**src/rtl/fs_pkg.sv**
```systemverilog
// fs_pkg: shared types for the forwarded-clock serializer.
// Assumes: division codes select power-of-two factors 1, 2, 4 and 8.
package fs_pkg;
    typedef enum logic [1:0] {
        DIV_BY1 = 2'd0,
        DIV_BY2 = 2'd1,
        DIV_BY4 = 2'd2,
        DIV_BY8 = 2'd3
    } div_code_e;
endpackage

```
**src/rtl/fs_timebase.sv**
```systemverilog
// fs_timebase: word tick counter. It counts 0 .. 2**POS_W-1 through one word
// and flags the start from idle and each word boundary.
// Assumes: word length in ticks (WORD_W*OVS) is a power of two.
module fs_timebase #(
    parameter int POS_W = 6
) (
    input  logic             clk,
    input  logic             rst_n,
    input  logic             load_strobe,
    output logic             running,
    output logic [POS_W-1:0] pos,
    output logic             start,
    output logic             boundary
);
    logic             run_q;
    logic [POS_W-1:0] pos_q;

    // Start from idle on a strobe; boundary on the last tick of a word.
    assign start    = !run_q && load_strobe;
    assign boundary = run_q && (pos_q == '1);
    assign running  = run_q;
    assign pos      = pos_q;

    // Advance the tick position once per cycle while running.
    always_ff @(posedge clk) begin
        if (!rst_n) begin
            run_q <= 1'b0;
            pos_q <= '0;
        end else if (start) begin
            run_q <= 1'b1;
            pos_q <= '0;
        end else if (run_q) begin
            pos_q <= pos_q + 1'b1;
        end
    end

    // a start from idle lands on tick 0 of a running word.
    a_r3_start_at_zero: assert property (@(posedge clk) disable iff (!rst_n)
        start |=> (running && pos == '0));

    // once running, the position advances by exactly one per cycle.
    a_r2_pos_advance: assert property (@(posedge clk) disable iff (!rst_n)
        running |=> (running && pos == POS_W'($past(pos) + 1'b1)));
endmodule

```
**src/rtl/fs_datapath.sv**
```systemverilog
// fs_datapath: holds the current word and one pending word, and selects the
// serial bit from the tick position, MSB first.
// Assumes: the timebase supplies start/boundary pulses and the tick position.
module fs_datapath #(
    parameter int WORD_W = 8,
    parameter int POS_W  = 6,
    parameter int TICK_W = 3
) (
    input  logic              clk,
    input  logic              rst_n,
    input  logic              load_strobe,
    input  logic [WORD_W-1:0] word_in,
    input  logic              running,
    input  logic [POS_W-1:0]  pos,
    input  logic              start,
    input  logic              boundary,
    output logic              ser_out
);
    localparam int BIT_W = POS_W - TICK_W;

    logic [WORD_W-1:0] word_q;
    logic [WORD_W-1:0] pend_q;
    logic              pend_v;
    logic [BIT_W-1:0]  bit_idx;
    logic [BIT_W-1:0]  msb_sel;

    // Choose the word bit: bit index 0 of the word time maps to the MSB.
    assign bit_idx = pos[POS_W-1:TICK_W];
    assign msb_sel = BIT_W'(WORD_W - 1) - bit_idx;
    assign ser_out = running && word_q[msb_sel];

    // Take a word on start, swap in the pending or fresh word at a boundary.
    always_ff @(posedge clk) begin
        if (!rst_n) begin
            word_q <= '0;
            pend_q <= '0;
            pend_v <= 1'b0;
        end else if (start) begin
            word_q <= word_in;
            pend_v <= 1'b0;
        end else if (boundary) begin
            if (load_strobe)
                word_q <= word_in;
            else if (pend_v)
                word_q <= pend_q;
            pend_v <= 1'b0;
        end else if (running && load_strobe) begin
            pend_q <= word_in;
            pend_v <= 1'b1;
        end
    end

    // no data leaves while idle.
    a_r1_idle_data_low: assert property (@(posedge clk) disable iff (!rst_n)
        !running |-> !ser_out);

    // the serial bit only moves on the last tick of a bit.
    a_r2_bit_hold: assert property (@(posedge clk) disable iff (!rst_n)
        (running && pos[TICK_W-1:0] != '1) |=> $stable(ser_out));

    // with nothing waiting, the word repeats across a boundary.
    a_r5_word_repeats: assert property (@(posedge clk) disable iff (!rst_n)
        (boundary && !load_strobe && !pend_v) |=> (word_q == $past(word_q)));

    // a waiting word is the one that starts at the boundary.
    a_r4_pending_taken: assert property (@(posedge clk) disable iff (!rst_n)
        (boundary && !load_strobe && pend_v) |=> (word_q == $past(pend_q)));
endmodule

```
**src/rtl/fs_clkgen.sv**
```systemverilog
// fs_clkgen: forwarded clock. It captures phase and division at each word
// start and drives a 50% duty clock that rises on tick (phase mod period).
// Assumes: the longest period (OVS*8) divides the word length in ticks.
module fs_clkgen
    import fs_pkg::*;
#(
    parameter int OVS     = 8,
    parameter int POS_W   = 6,
    parameter int PHASE_W = 6
) (
    input  logic               clk,
    input  logic               rst_n,
    input  logic               running,
    input  logic [POS_W-1:0]   pos,
    input  logic               start,
    input  logic               boundary,
    input  logic [PHASE_W-1:0] phase_in,
    input  logic [1:0]         div_in,
    output logic               fwd_clk
);
    localparam int PER_W = POS_W + 1;

    logic [PHASE_W-1:0] phase_q;
    div_code_e          div_q;
    logic [PER_W-1:0]   per;
    logic [PER_W-1:0]   mask;
    logic [PER_W-1:0]   edge_tick;
    logic [PER_W-1:0]   diff;

    // Capture the clock settings only when a word begins.
    always_ff @(posedge clk) begin
        if (!rst_n) begin
            phase_q <= '0;
            div_q   <= DIV_BY1;
        end else if (start || boundary) begin
            phase_q <= phase_in;
            div_q   <= div_code_e'(div_in);
        end
    end

    // Period, edge tick, and high for the first half-period after the edge.
    always_comb begin
        per       = PER_W'(OVS) << div_q;
        mask      = per - 1'b1;
        edge_tick = PER_W'(phase_q) & mask;
        diff      = ({1'b0, pos} - edge_tick) & mask;
        fwd_clk   = running && (diff < (per >> 1));
    end

    // the forwarded clock stays low while idle.
    a_r1_idle_clk_low: assert property (@(posedge clk) disable iff (!rst_n)
        !running |-> !fwd_clk);

    // inside a word, every rising edge sits on the programmed tick.
    a_r7_rise_on_edge_tick: assert property (@(posedge clk) disable iff (!rst_n)
        (running && $past(running) && pos != '0 && $rose(fwd_clk))
            |-> ((({1'b0, pos} - PER_W'(phase_q)) & mask) == '0));

    // settings hold steady except across a word boundary.
    a_r8_cfg_hold: assert property (@(posedge clk) disable iff (!rst_n)
        (running && !boundary) |=> ($stable(phase_q) && $stable(div_q)));
endmodule

```
**src/rtl/fwdclk_serializer.sv**
```systemverilog
// fwdclk_serializer: top. It serializes words MSB first and drives a forwarded
// clock of programmable phase (45-degree steps) and division factor.
// Assumes: one oversampling clock with OVS ticks per serial bit.
module fwdclk_serializer #(
    parameter int WORD_W  = 8,
    parameter int OVS     = 8,
    parameter int PHASE_W = 6
) (
    input  logic               clk,
    input  logic               rst_n,
    input  logic               load_strobe,
    input  logic [WORD_W-1:0]  word_in,
    input  logic [PHASE_W-1:0] phase_in,
    input  logic [1:0]         div_in,
    output logic               ser_out,
    output logic               fwd_clk
);
    localparam int TICK_W = $clog2(OVS);
    localparam int POS_W  = $clog2(WORD_W * OVS);

    logic             running;
    logic [POS_W-1:0] pos;
    logic             start;
    logic             boundary;

    fs_timebase #(.POS_W(POS_W)) u_timebase (
        .clk         (clk),
        .rst_n       (rst_n),
        .load_strobe (load_strobe),
        .running     (running),
        .pos         (pos),
        .start       (start),
        .boundary    (boundary)
    );

    fs_datapath #(.WORD_W(WORD_W), .POS_W(POS_W), .TICK_W(TICK_W)) u_datapath (
        .clk         (clk),
        .rst_n       (rst_n),
        .load_strobe (load_strobe),
        .word_in     (word_in),
        .running     (running),
        .pos         (pos),
        .start       (start),
        .boundary    (boundary),
        .ser_out     (ser_out)
    );

    fs_clkgen #(.OVS(OVS), .POS_W(POS_W), .PHASE_W(PHASE_W)) u_clkgen (
        .clk      (clk),
        .rst_n    (rst_n),
        .running  (running),
        .pos      (pos),
        .start    (start),
        .boundary (boundary),
        .phase_in (phase_in),
        .div_in   (div_in),
        .fwd_clk  (fwd_clk)
    );
endmodule

```
**config.mk**
```make
export PLATFORM = sky130hd
export DESIGN_NAME = fwdclk_serializer
export DESIGN_NICKNAME = d
export VERILOG_FILES = /design/src/rtl/fs_pkg.sv /design/src/rtl/fs_timebase.sv /design/src/rtl/fs_datapath.sv /design/src/rtl/fs_clkgen.sv /design/src/rtl/fwdclk_serializer.sv
export SDC_FILE = /design/constraint.sdc
export NUM_CORES = 1
export LEC_CHECK = 0
export ABC_AREA = 1
export BUFFER_PORTS_ARGS = -buffer_cell sky130_fd_sc_hd__buf_2
export CORE_MARGIN = 2
export CORE_UTILIZATION = 27
export DETAILED_ROUTE_END_ITERATION = 6
export HOLD_SLACK_MARGIN = 0.12
export SYNTH_ARGS = -nofsm -noshare
export SYNTH_HDL_FRONTEND = slang
export SYNTH_HIERARCHICAL = 1
export SYNTH_SLANG_ARGS = --single-unit
```
**constraint.sdc**
```tcl
create_clock -name clk -period 3.7 [get_ports clk]
set_clock_uncertainty 0.2 [all_clocks]
set_input_delay 0.74 -clock clk [delete_from_list [all_inputs] [get_ports clk]]
set_output_delay 0.74 -clock clk [all_outputs]
set_load 0.01 [all_outputs]
```
==> impl_metrics.ini <==
[timing]
finalCritPeriodShare_pct = 91.7
setup_viol = 0
setup_tns_ps = 0
fmaxAchievable_ghz = 0.295
grt_setup_unrepaired = false
hold_viol = 0
worst_slew_pin_slew_ps = 557
maxSlewHeadroom_pct = 62.8
finalWorstPathRequiredPeriod_ps = 3390
post-route-worst-setup-slack_ps = 305
hold-worst-slack_ps = 260
slew_violations = 0

[logic_synthesis]
yosys.cell_count.top_type = nand2_1
syn-num-nets = 301
synth_cell_types = 27
synth.top_cell.area_share_pct = 34.7
synth.ff_latch_count = 32
synthArstFlopShare_pct = 0
avgSynthCellArea_um2 = 6.77
synthTopCellsByCount = nand2_1, nor2_1, inv_1
yosys.area.top_type = dfxtp_1
syn_area_um2 = 1850
ys_warn_count = 6
seq_area_frac_synth_pct = 34.7
synth_edf_count = 0
synthTopCellsByArea = dfxtp_1, nand2_1, nor2_1
synth_ff_type = dfxtp_1
syn-instance-count = 273

[critical_path]
r2r-start = u_timebase/running
cp_top_family = adder cells
end_kind = primary output
required_ps = 2760
path_buf_inv = 3
cpPeakStageDelay_ps = 380
slowest_stage = dfxtp_1
rrSetupSlack_ps = 1640
path_class = register to primary output
r2r_end = u_datapath/word_q[3]
crit_chain = nor2_1, inv_1, nand2_1, ha_1, a21oi_1, nand3_1, nand2_1, nor2_1, ha_1, nand2_1, inv_1, o21ai_0, nand3b_1, a21oi_1, buf_2
critPathLaunchType = register
worstPathMaxFanout = 5
worstPathArrival_ps = 2450
r2r_cells = 9
path_common_cell = nand2_1

[routing]
drt-pass1-iter-count = 4
num_vias = 1637
top_layer_used = met4
drc = 0
wl_um = 3860
wl_met3_um = 93
dr_wl_met2_um = 1780
wire_per_inst_um = 10.2
via_per_inst = 4.34
drt-met1-wl_um = 1900
antenna_left = 0
first_iter_violations = 75

[die]
dieArea_um2 = 7520
start_util_pct = 27.5
die_y_um = 86.7
core_area_um2 = 6720
io-pin-count = 21
chipWidth_um = 86.7
row_count = 30

[final_layout]
drive_above_1_share_pct = 17.2
fin_nets = 324
finish.utilization_pct = 31.8
design_area_um2 = 2140
n_antenna_cell = 0
nFillCells = 721
area_delta_synth_final_pct = 15.7

[power_and_ir_drop]
p_per_area_nw_per_um2 = 414
peakVddDrop_mv = 0.128
p_leak_uw = 0.00102

[hold_path]
min_delay_path_depth = 2
hp-start = u_clkgen/phase_q[2]
whs_endpoint = u_clkgen/phase_q[2]
worstHoldPathType = register to register

[clock_tree]
cts_tree = built
cts.sinks = 32
post_cts_buffers = 0
cts_root_buf = clkbuf_8
clock_insertion_delay_worst_skew_ps = 290
ctsLongestPathBuffers = 2
cts_max_level = 2
cts_buffers = 5
path_clk_slew_ps = 70
postCtsHoldBufs = 0
cts_resized = 0

[global_routing]
antenna_found_initial = 0
track_usage_pct = 11.1
grt_pass1_wl_um = 6560
grt_max_degree = 28
grt_pass1_vias = 1518
grt_overflow = 0

[flow_run]
maxCapViolCount = 0

[placed_design]
hpwl_um = 2910
gp_congestion = 0.802
port_buffers = 20
place_area_um2 = 2010
place_ws_ps = 563

[status]
outcome = finished clean
-- tightest hold or removal path, stage by stage, from the launching register on --
cell     delay (ps)
dfxtp_1         300
inv_1            60
a21oi_1          50
-- layout by cell type (no fill, tap or decap) --
master,synthesis,layout
ha_1,9,9
nor3b_1,1,1
nand3_2,2,2
nor2_4,3,3
nor2_2,3,3
o21ai_0,26,26
a211oi_1,1,1
buf_2,0,20
o21ai_2,1,1
nand2_1,58,58
nand3_1,11,11
buf_4,1,1
a21oi_1,10,10
dfxtp_1,32,31
inv_2,2,2
o21ai_1,7,7
nor2_1,55,55
a21oi_2,1,1
nand2_2,4,4
inv_1,34,34
and3_1,1,1
o21a_1,1,1
clkbuf_8,0,7
nand3b_1,1,1
dfxtp_2,0,1
bufinv_16,0,1
nand2_4,2,2
inv_4,1,1
nor2_8,2,2
-- sequential cells by signal, indices dropped and copies added (netlist names) --
signal	flops
u_clkgen/div_q	2
u_clkgen/phase_q	6
u_datapath/pend_q	8
u_datapath/pend_v	1
u_datapath/word_q	8
u_timebase/pos	6
u_timebase/running	1
-- area by class of cell --
class | count | area, um2 | share of cell area (%)
tap | 80 | 100 | 4.68
timing repair buffer | 21 | 108 | 5.03
sequential | 32 | 642 | 30.0
clock buffer | 7 | 96.3 | 4.51
inverter | 37 | 141 | 6.61
multi-input combinational | 199 | 1020 | 47.7
clock inverter | 1 | 30.0 | 1.40
-- stage by stage --
step	instances	total power (uW)
after floorplan	273	488
after global placement	369	519
after detailed placement	369	522
after CTS	377	895
after global routing	377	935
final	377	885
-- routing by layer --
| metal | GRT usage, % | vias up |
|---|---|---|
| met1 | 13.5 | 711 |
| met2 | 18.4 | 20 |
| met5 | 0 | - |
| met4 | 6.39 | 0 |
| met3 | 2.10 | 6 |
| li1 | - | 900 |
-- how the worst max path moves through the flow --
| stage | from | endpoint | slack [ps] | cells after the start |
|---|---|---|---|---|
| 2_1_floorplan | u_clkgen/div_q[1] | fwd_clk | 760 | 14 |
| 4_1_cts | u_clkgen/div_q[1] | fwd_clk | 240 | 15 |
| 3_3_place_gp | u_clkgen/div_q[1] | fwd_clk | 640 | 15 |
| 6_report | u_clkgen/div_q[0] | fwd_clk | 310 | 15 |
| 3_5_place_dp | u_clkgen/div_q[1] | fwd_clk | 560 | 15 |
| 5_1_grt | u_clkgen/div_q[0] | fwd_clk | 50 | 16 |
-- power by group --
| part | internal [uW] | switching [uW] |
|---|---|---|
| clock | 238 | 134 |
| combinational | 51.9 | 81.0 |
| sequential | 366 | 15.4 |
| total | 655 | 230 |
-- cells by family after synthesis --
group / Yosys count / synth area share (%)
compound gates: 47 / 13.4
fa+ha+maj: 9 / 6.09
buf+inv: 42 / 10.1
flops: 32 / 34.7
simple gates: 143 / 35.7
(Power assumes the default switching activity.)
